[src/rtl/owrom_layer.sv]
module owrom_layer #(
  parameter int ID_W = 64
) (
  input  logic            clk,
  input  logic            rst_n,
  input  logic [ID_W-1:0] rom_id_i,
  input  logic            rst_stb_i,
  input  logic            rst_long_i,
  input  logic            slot_stb_i,
  input  logic            slot_rx_i,
  output logic            drv_low_o,
  output logic            func_en_o,
  output logic            od_o
);
  localparam int IW = $clog2(ID_W);
  localparam int CW = 8;

  typedef enum logic [2:0] {S_CMD, S_READ, S_MATCH, S_SRCH, S_FUNC, S_IDLE} st_t;

  st_t           st;
  logic [IW-1:0] idx;
  logic [1:0]    ph;
  logic [CW-1:0] sh;
  logic          rc, odm;

  wire          id_bit = rom_id_i[idx];
  wire          last   = (idx == IW'(ID_W - 1));
  wire [CW-1:0] code   = {slot_rx_i, sh[CW-1:1]};

  assign drv_low_o = ((st == S_READ) && !id_bit) ||
                     ((st == S_SRCH) && (ph == 2'd0) && !id_bit) ||
                     ((st == S_SRCH) && (ph == 2'd1) && id_bit);
  assign func_en_o = (st == S_FUNC);

  always_ff @(posedge clk or negedge rst_n) begin
    if (!rst_n) begin
      st  <= S_IDLE;
      idx <= '0;
      ph  <= '0;
      sh  <= '0;
      rc  <= 1'b0;
      odm <= 1'b0;
      od_o <= 1'b0;
    end else if (rst_stb_i) begin
      st  <= S_CMD;
      idx <= '0;
      ph  <= '0;
      if (rst_long_i) od_o <= 1'b0;
    end else if (slot_stb_i) begin
      case (st)
        S_CMD: begin
          sh  <= code;
          idx <= idx + 1'b1;
          if (idx == IW'(CW - 1)) begin
            idx <= '0;
            ph  <= '0;
            odm <= 1'b0;
            case (code)
              8'h33: begin st <= S_READ;  rc <= 1'b0; end
              8'h55: begin st <= S_MATCH; rc <= 1'b0; end
              8'hF0: begin st <= S_SRCH;  rc <= 1'b0; end
              8'hCC: begin st <= S_FUNC;  rc <= 1'b0; end
              8'hA5: st <= rc ? S_FUNC : S_IDLE;
              8'h3C: begin st <= S_FUNC;  rc <= 1'b0; od_o <= 1'b1; end
              8'h69: begin st <= S_MATCH; rc <= 1'b0; od_o <= 1'b1; odm <= 1'b1; end
              default: st <= S_IDLE;
            endcase
          end
        end
        S_READ: begin
          idx <= idx + 1'b1;
          if (last) st <= S_FUNC;
        end
        S_MATCH: begin
          idx <= idx + 1'b1;
          if (slot_rx_i != id_bit) begin
            st <= S_IDLE;
            if (odm) od_o <= 1'b0;
          end else if (last) begin
            st <= S_FUNC;
            rc <= 1'b1;
          end
        end
        S_SRCH: begin
          if (ph != 2'd2) ph <= ph + 1'b1;
          else begin
            ph  <= '0;
            idx <= idx + 1'b1;
            if (slot_rx_i != id_bit) st <= S_IDLE;
            else if (last) begin
              st <= S_FUNC;
              rc <= 1'b1;
            end
          end
        end
        default: ;
      endcase
    end
  end
endmodule

[config.mk]
export PLATFORM = sky130hd
export DESIGN_NAME = owrom_layer
export DESIGN_NICKNAME = d
export VERILOG_FILES = /design/src/rtl/owrom_layer.sv
export SDC_FILE = /design/constraint.sdc
export NUM_CORES = 1
export LEC_CHECK = 0
export BUFFER_PORTS_ARGS = -buffer_cell sky130_fd_sc_hd__clkbuf_2
export CAP_MARGIN = 20
export CORE_ASPECT_RATIO = 0.75
export CORE_MARGIN = 4
export CORE_UTILIZATION = 50
export DETAILED_ROUTE_END_ITERATION = 6
export GPL_TIMING_DRIVEN = 0
export PLACE_DENSITY = 0.89
export REMOVE_ABC_BUFFERS = 1
export SLEW_MARGIN = 0
export SYNTH_ARGS = -nofsm -noshare
export SYNTH_HDL_FRONTEND = slang
export SYNTH_SLANG_ARGS = --single-unit
[constraint.sdc]
create_clock -name clk -period 3.7 [get_ports clk]
set_input_delay 0.37 -clock clk [delete_from_list [all_inputs] [get_ports clk]]
set_output_delay 0.37 -clock clk [all_outputs]
set_load 0.005 [all_outputs]
==> flow_metrics.py <==
metrics = {
    "run_status": {
        "outcome": "finished, final reports clean",
    },
    "grt": {
        "antenna_found_initial": 0,
        "grt_pass1_wl_um": 8810,
        "grt_max_degree": 26,
        "grt_pass1_vias": 1950,
        "grt.total_usage": 0.214,
        "overflow": 0,
    },
    "route": {
        "dr.pass1.iters": 4,
        "postRouteAntennaNets": 0,
        "wl_per_cell_um": 15.9,
        "detail_route.iter0.violations": 255,
        "post_drt_via_cell_ratio": 6.04,
        "num_vias": 2000,
        "drcViolationCount": 0,
        "wl_um": 5260,
    },
    "placement": {
        "dp_hpwl_um": 4180,
        "place_inst": 327,
        "place_area_mm2": 0.00237,
        "io_buffers": 72,
        "gp_congestion": 0.899,
    },
    "floorplan": {
        "initial_utilization": 0.539,
        "dieArea_mm2": 0.00517,
        "core_mm2": 0.00378,
        "die_w_um": 81.7,
        "fp-row-count": 19,
        "pin_count": 73,
        "die_h_um": 63.3,
    },
    "worst_setup_path": {
        "reg2reg_slack_ns": 0.77,
        "worst_path_max_delay_cell": "dfrtp_1",
        "path_cells": "mux4_1 -> a22oi_1 -> nand3_1 -> a32oi_1 -> nor2_2 -> a211oi_1 -> a21o_2 -> clkbuf_2",
        "timing.rr.end": "st[1]",
        "crit_path_start_kind": "flop",
        "ff2ff_path_depth": 7,
        "cp.arrival_ns": 3.08,
        "cp_max_fo": 25,
        "crit_type": "flop to output port",
        "required_ns": 3.33,
        "cp-end-kind": "output port",
        "max_stage_delay_ns": 1.04,
        "rr_startpoint": "idx[0]",
    },
    "sta": {
        "final-hold-violation-count": 0,
        "fmax_mhz": 290,
        "slew_viol_final": 0,
        "fin_crit_ns": 3.45,
        "rsz0062_at_grt": "false",
        "setup_viol": 0,
        "maxSlewHeadroom": 0.296,
        "setup_tns_ns": 0,
        "worstMarginPinSlew_ns": 1.06,
        "skew_ns": 0.00194,
        "post-route-period-util": 0.932,
    },
    "job": {
        "max-cap-violations": 0,
    },
    "worst_hold_path": {
        "hold_class": "input pin to asynchronous set/reset pin",
    },
    "yosys": {
        "syn_area_mm2": 0.00204,
        "synth_cells": 216,
        "ys_seq_area_frac": 0.259,
        "ys_warn_count": 0,
        "synth_edf_count": 0,
        "synthArstFlopShare": 1.00,
        "syn-mean-instance-area_um2": 9.43,
        "synth-seq-cells": 21,
        "yosys_most_used_dff": "dfrtp_1",
        "synth_cell_types": 55,
    },
    "final_layout": {
        "antenna_cells": 0,
        "fin_area_mm2": 0.00241,
        "area_growth_pct": 18.6,
        "finish.net_count": 351,
        "final_cells": 331,
        "multi_input_area_mm2": 0.00139,
        "nFillCells": 319,
        "drive_above_1_share": 0.348,
        "ff_latch_area_um2": 528,
    },
    "clocking": {
        "cts_root_buf": "clkbuf_8",
        "clockBufferDepth": 2,
        "cts_hold_buf": 0,
        "cts_buffers": 3,
        "htree_num_levels": 1,
        "clock_latency_ns": 0.26,
        "cts_resized": 0,
        "cts_tree": "yes",
        "post_cts_buffers": 0,
        "path_clk_slew_ns": 0.08,
        "clock_sinks": 21,
    },
    "pwr": {
        "powerDensity_mw_per_mm2": 298,
        "peakVddDrop_v": 0.000219,
        "leakagePower_nw": 1.06,
    },
}
-- layer usage --
layer / routed length [um] / track usage / part of all wire / up-vias
met4: 111 / 0.0685 / 0.021 / 0
met1: 2200 / 0.301 / 0.42 / 941
met5: 0 / 0 / 0 / -
met2: 2530 / 0.331 / 0.48 / 94
met3: 409 / 0.0385 / 0.078 / 12
li1: - / - / - / 953
-- power breakdown --
part | leakage [nW] | switching, mW | internal, mW
Sequential | 0.274 | 0.0670 | 0.263
Combinational | 0.766 | 0.102 | 0.137
Clock | 0.0255 | 0.0758 | 0.0750
Total | 1.06 | 0.244 | 0.475
-- logic make-up (layout without fill, tap and decap cells) --
group           Yosys count  in the layout  share of synthesized area
flops                    21             21                      0.259
mux                      26             26                      0.225
buf+inv                  20             83                     0.0590
compound gates           49             49                      0.173
xor+xnor                  3              3                     0.0166
fa+ha+maj                 1              1                    0.00614
simple gates             96             96                      0.261
-- sequential cells by signal (all words and copies together) (netlist names) --
| register | count |
|---|---|
| sh | 7 |
| odm | 1 |
| rc | 1 |
| idx | 6 |
| st | 3 |
| ph | 2 |
| od_o | 1 |
-- cells in the mapped netlist, types with 2 or more instances --
cell type	number	area share
o21ai_0	12	0.029
buf_6	2	0.011
nand2b_1	8	0.025
a21oi_1	10	0.025
mux2_2	9	0.050
or3_1	2	0.0061
and2_1	2	0.0061
clkbuf_1	5	0.0092
nor2_1	13	0.024
mux4_2	2	0.022
a211oi_1	2	0.0074
nand4b_1	4	0.017
nand3b_1	2	0.0074
nor3_1	5	0.012
a31oi_1	2	0.0061
and3_1	2	0.0061
dfrtp_1	19	0.23
nand3_1	9	0.022
nand4_1	3	0.0092
mux4_1	10	0.13
nor2b_1	13	0.040
buf_4	3	0.011
o2111ai_1	4	0.017
nand2_1	23	0.042
a2bb2oi_1	4	0.017
inv_1	7	0.013
nor4bb_1	3	0.015
xor2_1	2	0.0086
and3b_1	2	0.0086
buf_2	2	0.0049
dfstp_2	2	0.026
mux2i_1	5	0.025
-- worst max-delay path by stage --
stage                     startpoint         to  cells after the start
after detailed placement      idx[0]  drv_low_o                      8
final                         idx[0]  drv_low_o                      8
after global placement        idx[0]  drv_low_o                      8
after CTS                     idx[0]  drv_low_o                      8
after global routing          idx[0]  drv_low_o                      8
after floorplan               idx[0]  drv_low_o                      7
-- placed cells by master (no fill, tap or decap), drive strengths merged, types with 4 or more instances in the layout --
cell type | synthesis | routed
clkbuf | 5 | 75
mux2i | 5 | 5
nor2b | 13 | 13
a2bb2oi | 4 | 4
dfrtp | 19 | 19
mux2 | 9 | 9
inv | 7 | 7
nor2 | 14 | 14
a21oi | 10 | 10
nand4b | 4 | 4
nand2 | 23 | 23
nor3 | 5 | 5
nand3 | 9 | 9
o21ai | 12 | 12
o2111ai | 4 | 4
nand2b | 8 | 8
mux4 | 12 | 12
-- layout make-up --
type | count | area share
Clock buffer | 3 | 0.0171
Clock inverter | 1 | 0.00207
Inverter | 7 | 0.0109
Multi-Input combinational cell | 175 | 0.575
Sequential cell | 21 | 0.219
Tap cell | 52 | 0.0269
Timing Repair Buffer | 72 | 0.149
-- critical path: cells and delay by family, from the launching register on --
family	cells	cell delay [ns]
simple gates	2	0.25
mux	1	0.66
compound gates	4	0.74
flops	1	1.04
buf+inv	1	0.10
-- through the flow --
step | hold slack, ns | utilization | total power, mW | worst slack [ns]
6_report | 0.0738 | 0.639 | 0.719 | 0.251
5_1_grt | 0.114 | 0.639 | 0.769 | 0.0205
4_1_cts | 0.0900 | 0.639 | 0.721 | 0.246
3_5_place_dp | 0.375 | 0.627 | 0.570 | 0.540
3_3_place_gp | 0.363 | 0.627 | 0.556 | 0.545
2_1_floorplan | 0.0744 | - | 0.476 | 0.957
Note: power is estimated with default switching activity, not from simulation.
